`src/rtl/irq_vec_pkg.sv`:
```
package irq_vec_pkg;

   // number of arbitrated sources, fixed by the register layout
   localparam int NUM_SRC = 5;

   // source index in fixed order, highest first
   typedef enum logic [2:0] {
      SRC_EXT0 = 3'd0,
      SRC_TMR0 = 3'd1,
      SRC_MISC = 3'd2,
      SRC_TMR1 = 3'd3,
      SRC_SER  = 3'd4
   } src_e;

   // register bit and vector slot of a source: the last source skips slot 4
   function automatic int slot_of(input int idx);
      return (idx == NUM_SRC - 1) ? NUM_SRC : idx;
   endfunction

   typedef struct packed {
      logic hi;
      logic lo;
   } svc_t;

endpackage

```
`src/rtl/irq_edge_sync.sv`:
```
module irq_edge_sync #(
   parameter int SYNC_STAGES = 2
) (
   input  logic clk,
   input  logic rst_n,
   input  logic pin_n,
   input  logic clr,
   output logic flag
);

   if (SYNC_STAGES < 2) begin : g_bad_stages
      $error("irq_edge_sync: SYNC_STAGES must be at least 2");
   end

   logic [SYNC_STAGES-1:0] chain_q;
   logic                   prev_q;
   logic                   flag_q;
   logic                   fall;

   always_ff @(posedge clk or negedge rst_n) begin
      if (!rst_n) begin
         chain_q <= '1;
         prev_q  <= 1'b1;
      end else begin
         chain_q <= {chain_q[SYNC_STAGES-2:0], pin_n};
         prev_q  <= chain_q[SYNC_STAGES-1];
      end
   end

   assign fall = prev_q & ~chain_q[SYNC_STAGES-1];

   // a new edge wins over a clear in the same cycle
   always_ff @(posedge clk or negedge rst_n) begin
      if (!rst_n) flag_q <= 1'b0;
      else        flag_q <= (flag_q & ~clr) | fall;
   end

   assign flag = flag_q;

endmodule

```
`src/rtl/irq_prio_arb.sv`:
```
module irq_prio_arb #(
   parameter int N          = 5,
   parameter int VEC_W      = 16,
   parameter int VEC_BASE   = 3,
   parameter int VEC_STRIDE = 8,
   parameter int ARB_STYLE  = 0,
   localparam int IDX_W     = (N > 1) ? $clog2(N) : 1
) (
   input  logic [N-1:0]     pend,
   input  logic [N-1:0]     hi_mask,
   input  logic             svc_hi,
   input  logic             svc_lo,
   output logic             win_vld,
   output logic [IDX_W-1:0] win_idx,
   output logic             win_hi,
   output logic [VEC_W-1:0] win_vec
);
   import irq_vec_pkg::*;

   if (ARB_STYLE != 0 && ARB_STYLE != 1) begin : g_bad_style
      $error("irq_prio_arb: ARB_STYLE must be 0 or 1");
   end

   logic [VEC_W-1:0] vec_tab [N];

   for (genvar g = 0; g < N; g++) begin : g_vec
      localparam int SLOT = slot_of(g);
      assign vec_tab[g] = VEC_W'(VEC_BASE + SLOT * VEC_STRIDE);
   end

   logic [N-1:0] elig;
   logic [N-1:0] elig_hi;
   logic [N-1:0] pick;

   always_comb begin
      if (svc_hi)      elig = '0;
      else if (svc_lo) elig = pend & hi_mask;
      else             elig = pend;
      elig_hi = elig & hi_mask;
      pick    = (|elig_hi) ? elig_hi : elig;
   end

   assign win_vld = |pick;

   if (ARB_STYLE == 0) begin : g_scan
      always_comb begin
         win_idx = '0;
         for (int i = N - 1; i >= 0; i--) begin
            if (pick[i]) win_idx = IDX_W'(i);
         end
      end
   end else begin : g_onehot
      logic [N-1:0] lowest;
      assign lowest = pick & (~pick + N'(1));
      always_comb begin
         win_idx = '0;
         for (int i = 0; i < N; i++) begin
            if (lowest[i]) win_idx = win_idx | IDX_W'(i);
         end
      end
   end

   assign win_hi  = hi_mask[win_idx];
   assign win_vec = vec_tab[win_idx];

endmodule

```
`src/rtl/irq_svc_track.sv`:
```
module irq_svc_track (
   input  logic clk,
   input  logic rst_n,
   input  logic push,
   input  logic push_hi,
   input  logic pop,
   output logic svc_hi,
   output logic svc_lo
);
   import irq_vec_pkg::*;

   svc_t st_q;
   svc_t st_pop;
   svc_t st_d;

   always_comb begin
      // pop ends the innermost level first
      st_pop.hi = st_q.hi & ~pop;
      st_pop.lo = st_q.lo & ~(pop & ~st_q.hi);
      st_d      = st_pop;
      if (push) begin
         if (push_hi) st_d.hi = 1'b1;
         else         st_d.lo = 1'b1;
      end
   end

   always_ff @(posedge clk or negedge rst_n) begin
      if (!rst_n) st_q <= '0;
      else        st_q <= st_d;
   end

   assign svc_hi = st_q.hi;
   assign svc_lo = st_q.lo;

endmodule

```
`src/rtl/irq_vec_ctrl.sv`:
```
module irq_vec_ctrl #(
   parameter int REG_W       = 8,
   parameter int GLOBAL_BIT  = 7,
   parameter int VEC_W       = 16,
   parameter int VEC_BASE    = 3,
   parameter int VEC_STRIDE  = 8,
   parameter int SYNC_STAGES = 2,
   parameter int ARB_STYLE   = 0
) (
   input  logic             clk,
   input  logic             rst_n,
   input  logic [REG_W-1:0] en_reg,
   input  logic [REG_W-1:0] pri_reg,
   input  logic             ext0_pin_n,
   input  logic             tmr0_req,
   input  logic             misc_req,
   input  logic             tmr1_req,
   input  logic             ser_a_req,
   input  logic             ser_b_req,
   input  logic             irq_ack,
   input  logic             reti,
   output logic             irq_req,
   output logic [VEC_W-1:0] irq_vec
);
   import irq_vec_pkg::*;

   localparam int N     = NUM_SRC;
   localparam int IDX_W = $clog2(N);
   localparam int TOP_V = VEC_BASE + slot_of(N - 1) * VEC_STRIDE;

   if (GLOBAL_BIT >= REG_W || GLOBAL_BIT <= slot_of(N - 1)) begin : g_bad_global
      $error("irq_vec_ctrl: GLOBAL_BIT must sit above all source bits and inside REG_W");
   end
   if (TOP_V >= (1 << VEC_W)) begin : g_bad_vec
      $error("irq_vec_ctrl: VEC_W too narrow for the vector table");
   end

   logic [N-1:0]     raw;
   logic [N-1:0]     pend;
   logic [N-1:0]     hi_mask;
   logic             ext0_flag;
   logic             ext0_clr;
   logic             svc_hi;
   logic             svc_lo;
   logic             win_vld;
   logic [IDX_W-1:0] win_idx;
   logic             win_hi;
   logic [VEC_W-1:0] win_vec;
   logic             req_q;
   logic [VEC_W-1:0] vec_q;
   logic [IDX_W-1:0] idx_q;
   logic             hi_q;
   logic             take;
   logic             unused_cfg;

   assign unused_cfg = ^{en_reg, pri_reg};

   irq_edge_sync #(
      .SYNC_STAGES(SYNC_STAGES)
   ) u_ext0 (
      .clk  (clk),
      .rst_n(rst_n),
      .pin_n(ext0_pin_n),
      .clr  (ext0_clr),
      .flag (ext0_flag)
   );

   assign raw = {ser_a_req | ser_b_req, tmr1_req, misc_req, tmr0_req, ext0_flag};

   for (genvar g = 0; g < N; g++) begin : g_qual
      localparam int BIT = slot_of(g);
      assign pend[g]    = raw[g] & en_reg[BIT] & en_reg[GLOBAL_BIT];
      assign hi_mask[g] = pri_reg[BIT];
   end

   irq_prio_arb #(
      .N         (N),
      .VEC_W     (VEC_W),
      .VEC_BASE  (VEC_BASE),
      .VEC_STRIDE(VEC_STRIDE),
      .ARB_STYLE (ARB_STYLE)
   ) u_arb (
      .pend   (pend),
      .hi_mask(hi_mask),
      .svc_hi (svc_hi),
      .svc_lo (svc_lo),
      .win_vld(win_vld),
      .win_idx(win_idx),
      .win_hi (win_hi),
      .win_vec(win_vec)
   );

   assign take     = req_q & irq_ack;
   assign ext0_clr = take & (idx_q == IDX_W'(SRC_EXT0));

   always_ff @(posedge clk or negedge rst_n) begin
      if (!rst_n) begin
         req_q <= 1'b0;
         vec_q <= '0;
         idx_q <= '0;
         hi_q  <= 1'b0;
      end else if (!req_q) begin
         if (win_vld) begin
            req_q <= 1'b1;
            vec_q <= win_vec;
            idx_q <= win_idx;
            hi_q  <= win_hi;
         end
      end else if (irq_ack) begin
         req_q <= 1'b0;
      end
   end

   irq_svc_track u_svc (
      .clk    (clk),
      .rst_n  (rst_n),
      .push   (take),
      .push_hi(hi_q),
      .pop    (reti),
      .svc_hi (svc_hi),
      .svc_lo (svc_lo)
   );

   assign irq_req = req_q;
   assign irq_vec = vec_q;

endmodule

```
`config.mk`:
```
export PLATFORM = sky130hd
export DESIGN_NAME = irq_vec_ctrl
export DESIGN_NICKNAME = d
export VERILOG_FILES = /design/src/rtl/irq_vec_pkg.sv /design/src/rtl/irq_edge_sync.sv /design/src/rtl/irq_prio_arb.sv /design/src/rtl/irq_svc_track.sv /design/src/rtl/irq_vec_ctrl.sv
export SDC_FILE = /design/constraint.sdc
export NUM_CORES = 1
export LEC_CHECK = 0
export ABC_AREA = 0
export BUFFER_PORTS_ARGS = -buffer_cell sky130_fd_sc_hd__buf_2
export CORE_UTILIZATION = 49
export CTS_CLUSTER_DIAMETER = 80
export DETAILED_ROUTE_END_ITERATION = 7
export PLACE_DENSITY = 0.84
export SLEW_MARGIN = 0
export SYNTH_ARGS = -nofsm -noshare
export SYNTH_HDL_FRONTEND = slang
export SYNTH_SLANG_ARGS = --single-unit
```
`constraint.sdc`:
```
create_clock -name clk -period 5.8 [get_ports clk]
set_clock_uncertainty 0.1 [all_clocks]
set_input_delay 1.45 -clock clk [delete_from_list [all_inputs] [get_ports clk]]
set_output_delay 1.45 -clock clk [all_outputs]
set_load 0.005 [all_outputs]
```
==> After elaboration in Yosys (flattened, before gate mapping) <==
Memory sizes are Yosys's and may differ from the RTL's. A register that Yosys moved wholly into a read port is not among the register bits.
Index checks and enable logic that the tools add are counted.
{ "op_classes": {"order_cmp": 1, "muxes": 16, "bitwise_logic": 28, "reduce_logical": 5} }
{ "op_table": {"columns": ["operator", "n"], "rows": [
  ["$and A1 B1 Y1", 17],
  ["$mux W3", 5],
  ["$mux W5", 3],
  ["$and A5 B5 Y5", 2],
  ["$reduce_or A5 Y1", 2],
  ["$mux W1", 6],
  ["$not A1 Y1", 6],
  ["$lt A3 B4 Y1 const B", 1],
  ["$not A3 Y4", 1],
  ["$bmux W1 S3", 1],
  ["$logic_not A3 Y1", 1],
  ["$mux W2", 1],
  ["$or A1 B1 Y1", 2],
  ["$reduce_and A2 Y1", 1],
  ["$logic_not A1 Y1", 1]
]} }
{ "totals": {"reg_bits": 11, "mem_bits_ro": 128, "elab_cells": 59, "n_memories": 1} }
{ "memory_table": {"columns": ["memory", "depth", "width", "read_ports", "rd_clocked_by_memory_dff", "write_ports", "line_no", "source"], "rows": [
  ["(no name shown)", 8, 16, 1, 1, 0, "irq_prio_arb.sv:64", "assign win_vec = vec_tab[win_idx];"]
]} }

==> Depth between registers and ports, before layout <==
{ "logic_depth": {"ltp_word": 16, "depth_mapped": 7, "ltp_nobuf": 7} }

==> Cells and area by module <==
Synthesis repeated with hierarchy kept, for this count alone.
{ "unflattened": {"hier_cells": 119, "hier_area_um2": 1478.9} }
{ "by_module_without_submodules": {"columns": ["module", "instances", "cells_per_inst", "area_per_inst_um2", "seq_area_each_um2"], "rows": [
  ["irq_vec_ctrl", 1, 53, 919.6, 525.5],
  ["irq_prio_arb", 1, 51, 354.1, 0.0],
  ["irq_edge_sync", 1, 7, 123.9, 103.8],
  ["irq_svc_track", 1, 8, 81.3, 50.0]
]} }

==> Worst setup path after synthesis <==
Ideal clock, no wire load.
{ "synth_path": {"path_kind": "input-to-reg", "start": "input en_reg[7]", "end": "register hi_q", "setup_time_ns": 0.120, "t_arrival_ns": 2.979, "required_ns": 5.580, "slack_ns": 2.602, "path_stages": 7, "path_buffers": 0, "path_cell_list": "and4b_4 a221oi_4 a41o_2 o31a_4 o21ai_2 a221o_1 a31o_1"} }
{ "synth_via": {"elab_chain_len": 14, "word_cells_on_any_way": 20, "cone_classes": "mux: 10; bitwise: 7; reduce/logical: 3"} }
{ "synth_lines": {"columns": ["element", "line_no", "source"], "rows": [
  ["start, declared", "irq_vec_ctrl.sv:12", "input logic [REG_W-1:0] en_reg,"],
  ["$and A1 B1 Y1", "irq_vec_ctrl.sv:72", "assign pend[g] = raw[g] & en_reg[BIT] & en_reg[GLOBAL_BIT];"],
  ["$and A5 B5 Y5", "irq_prio_arb.sv:37", "else if (svc_lo) elig = pend & hi_mask;"],
  ["$mux W5 (*)", "irq_prio_arb.sv:37", null],
  ["$mux W5 (*)", "irq_prio_arb.sv:36", "if (svc_hi) elig = '0;"],
  ["$and A5 B5 Y5", "irq_prio_arb.sv:39", "elig_hi = elig & hi_mask;"],
  ["$reduce_or A5 Y1", "irq_prio_arb.sv:40", "pick = (|elig_hi) ? elig_hi : elig;"],
  ["$mux W5 (*)", "irq_prio_arb.sv:40", null],
  ["$mux W3 (5 in a row)", "irq_prio_arb.sv:49", "if (pick[i]) win_idx = IDX_W'(i);"],
  ["$bmux W1 S3", "irq_prio_arb.sv:63", "assign win_hi = hi_mask[win_idx];"],
  ["$mux W1 (implied by the code)", "irq_prio_arb.sv:63", null],
  ["end signal, assigned", "irq_vec_ctrl.sv:107", "hi_q <= win_hi;"],
  ["end, declared", "irq_vec_ctrl.sv:52", "logic hi_q;"]
]} }
Every way passes the cells marked *; elsewhere a longest branch is shown, timed or not. The select of a mux whose other input is x is not followed.
A chain may end at the register's enable or synchronous reset.

==> Worst setup path after layout <==
{ "layout_path": {"start": "input pri_reg[3]", "end": "register idx_q[0]"} }
{ "layout_via": {"elab_chain_len": 10, "word_cells_on_any_way": 12, "cone_classes": "mux: 7; bitwise: 2; reduce/logical: 3"} }
{ "layout_lines": {"columns": ["element", "line_no", "source"], "rows": [
  ["start, declared", "irq_vec_ctrl.sv:13", "input logic [REG_W-1:0] pri_reg,"],
  ["$and A5 B5 Y5", "irq_prio_arb.sv:37", null],
  ["$mux W5", "irq_prio_arb.sv:37", null],
  ["$mux W5", "irq_prio_arb.sv:36", null],
  ["$and A5 B5 Y5", "irq_prio_arb.sv:39", null],
  ["$reduce_or A5 Y1", "irq_prio_arb.sv:40", null],
  ["$mux W5 (*)", "irq_prio_arb.sv:40", null],
  ["$mux W3 (4 in a row)", "irq_prio_arb.sv:49", null],
  ["end signal, assigned", "irq_vec_ctrl.sv:106", "idx_q <= win_idx;"],
  ["end, declared", "irq_vec_ctrl.sv:51", "logic [IDX_W-1:0] idx_q;"]
]} }
Every way passes the cells marked *; elsewhere a longest branch is shown, timed or not.

==> key figures <==
Finish
  • Most frequent cells in the layout: 26 x buf_2, 11 x conb_1, 11 x dfrtp_1
  • P&R area growth vs syn: 14.1%
  • Fin nets: 154
  • Finished Layout Cells: 152
  • Fin area: 1080 um2
  • Most common cell after layout, fill and taps aside: buf_2
  • Ant. Diodes: 0
  • # fillers: 171
  • Share of cells above drive strength 1: 33.1%

Min path
  • Hold Crit Start: u_ext0.chain_q[0]
  • Hold Crit Class: reg2reg

Clocking
  • Inserted Clock Buffers: 3
  • Hold Buf Count CTS: 0
  • H-tree level count: 1
  • Clock slew at reported path FFs: 80 ps
  • Clk buf depth: 2
  • CTS tree: done
  • Clock Latency Late Sink: 280 ps
  • Root Buffer: clkbuf_4
  • CTS-repair resized insts: 0
  • Clock sink count: 14
  • Post-CTS Setup Inserts: 0

Routing
  • Routed WL: 1960 um
  • Antenna-violating nets left: 0
  • DRC violations left: 0
  • Vias/cell: 5.41
  • Routed via count: 823
  • DRT Pass-1 Iters: 6
  • DR iter-0 viols: 9
  • Drt wl/cell: 12.9 um

Timing
  • Final hold vios: 0
  • Max transition margin: 63.4%
  • Final critical-path share of the clock period: 56.1%
  • Worst setup margin: 2550 ps
  • Fmax: 0.308 GHz
  • RSZ-0062 raised after global routing: no
  • Worst Tran Pin Value: 544 ps
  • Final hold slack: 262 ps
  • Period minus WS final: 3250 ps
  • # setup viols final: 0
  • Max Slew Vio Count: 0
  • Setup tns final: 0 ps

Global routing
  • Largest net degree at the start of global routing: 15
  • Overall routing resource usage: 21.2%
  • Initial antenna violation count: 0
  • Vias in the first global route: 760
  • Grt total ovfl: 0
  • First-pass GRT wire length: 3170 um

Worst setup path
  • Crit-path slowest cell: o31ai_1
  • Buf+Inv Stages, Crit Path: 1
  • Crit path kind: in2reg
  • Largest stage delay on the critical path: 420 ps
  • CP delay by family, top: compound AO/OA/AOI/OAI gates
  • Type of destination of the critical path: register
  • Worst Path Required: 5860 ps
  • Cell Chain, Critical Path: buf_2, and3_1, o31ai_1, a21oi_1, o21a_2, a31oi_2, mux2_2
  • Crit path from: pri_reg[3]
  • FF-to-FF Start: u_svc.svc_hi
  • CP max FO: 7
  • Critical Path AT: 3310 ps
  • CP startpoint kind: input pin

Die
  • Core footprint: 1760 um2
  • Die area: 2110 um2
  • Chip Width: 46.0 um
  • Initial Util: 53.7%
  • Boundary pin count: 43
  • Die H: 46.0 um
  • Row Count: 15

Synth
  • Largest family of logic cells by synthesized area: compound AO/OA/AOI/OAI gates
  • Cell taking the most area after synthesis: dfrtp_1
  • Syn Inst Count: 101
  • Avg Cell Area, Syn: 9.38 um2
  • Compound-Gate Fraction of Synth Area: 30.5%
  • Simple-Gate Fraction of Synth Area: 18.2%
  • Mux share of post-synthesis cell area: 1.19%
  • Synth Area in Adders: 0%
  • Yosys top cell area share: 29.1%
  • Ys Warns: 0
  • XOR/XNOR Fraction of Synth Area: 0%
  • Synth Cell Area: 947 um2
  • #FFs+latches synth: 14
  • Synth unique cells: 37
  • Seq/Total Area, Yosys: 37.4%
  • Top post-synthesis cells by area: dfrtp_1 29%, buf_4 10%, dfstp_2 8.3%, o21ai_0 4.8%, a21oi_1 4.2%

Run status
  • Status: finished clean

Power
  • Leak Pwr: 0.511 nW
  • Peak supply drop: 0.000227 V
  • Power per Cell Area: 354 nW/um2

Place
  • Setup WS pre-CTS: 2310 ps
  • Number of buffers added on ports: 26
  • Final HPWL DP: 1550 um
  • Placed Cells incl. Taps: 148
  • Gpl congestion: 0.938
  • Placed instance area: 1040 um2

Run
  • Max_cap viols: 0
==> final timing paths <==
check | slack (ps) | end | depth (start not counted)
min reg2reg | 260 | u_ext0.chain_q[1] | 0
min | 260 | u_ext0.chain_q[1] | 0
max | 2550 | idx_q[0] | 7
max in group asynchronous | 4370 | u_ext0.prev_q | 1
max reg2reg | 3420 | irq_vec[1] | 6
min in group asynchronous | 940 | irq_vec[4] | 1
==> layer usage <==
metal / vias up / wire [um] / global-route usage, % / part of all wire, %
met5: - / 0 / 0 / 0
met4: 0 / 18 / 8.82 / 0.92
met3: 2 / 91 / 1.19 / 4.6
met2: 26 / 997 / 37.2 / 51
met1: 389 / 856 / 26.6 / 44
li1: 406 / - / - / -
==> cell usage after synthesis (all sizes together) <==
master	number
a21oi	8
a41o	1
nand2b	1
nor3	2
or3	1
a31oi	3
a31o	1
and2	4
a221oi	1
nand2	5
conb	1
o41ai	1
nor2b	1
and2b	1
nor2	5
and4b	2
or2	1
and3	4
mux2	1
o21ai	10
o221a	1
nand3	2
o21a	4
o31ai	2
a32o	2
inv	4
o31a	1
a221o	2
and3b	1
buf	13
dfstp	3
clkbuf	1
dfrtp	11
==> cell families (layout without fill, tap and decap cells) <==
kind of cell,count (synthesis),count (layout)
AOI/OAI and AO/OA,37,37
buffers and inverters,18,34
DFF,14,14
muxes,1,1
other,1,11
and+or+nand+nor,30,30
==> state kept, by name, summed over array words and instances, names as in the netlist <==
name,cells
hi_q,1
idx_q,2
irq_req,1
irq_vec,4
u_ext0.chain_q,2
u_ext0.flag,1
u_ext0.prev_q,1
u_svc.svc_hi,1
u_svc.svc_lo,1
==> metrics by stage <==
stage                     power (mW)  util [%]
after floorplan                0.275         -
after CTS                      0.384      61.3
after detailed placement       0.315      59.2
after global placement         0.308      59.2
after global routing           0.413      61.3
final                          0.382      61.3
==> final cells by class <==
type / count / area (um2) / share of cell area (%)
multi-input cells: 79 / 514 / 47.6
flip-flops and latches: 14 / 354 / 32.8
repair buffers: 26 / 130 / 12.0
clock buffers: 4 / 36.3 / 3.36
well taps: 25 / 31.3 / 2.89
inverters: 4 / 15.0 / 1.39
==> power breakdown <==
group | internal [mW] | total [mW] | switching [mW]
clock network | 0.0382 | 0.0686 | 0.0304
registers | 0.132 | 0.165 | 0.0330
logic | 0.0731 | 0.149 | 0.0757
total | 0.243 | 0.382 | 0.139
No activity file was read; power rests on OpenSTA's default activity.
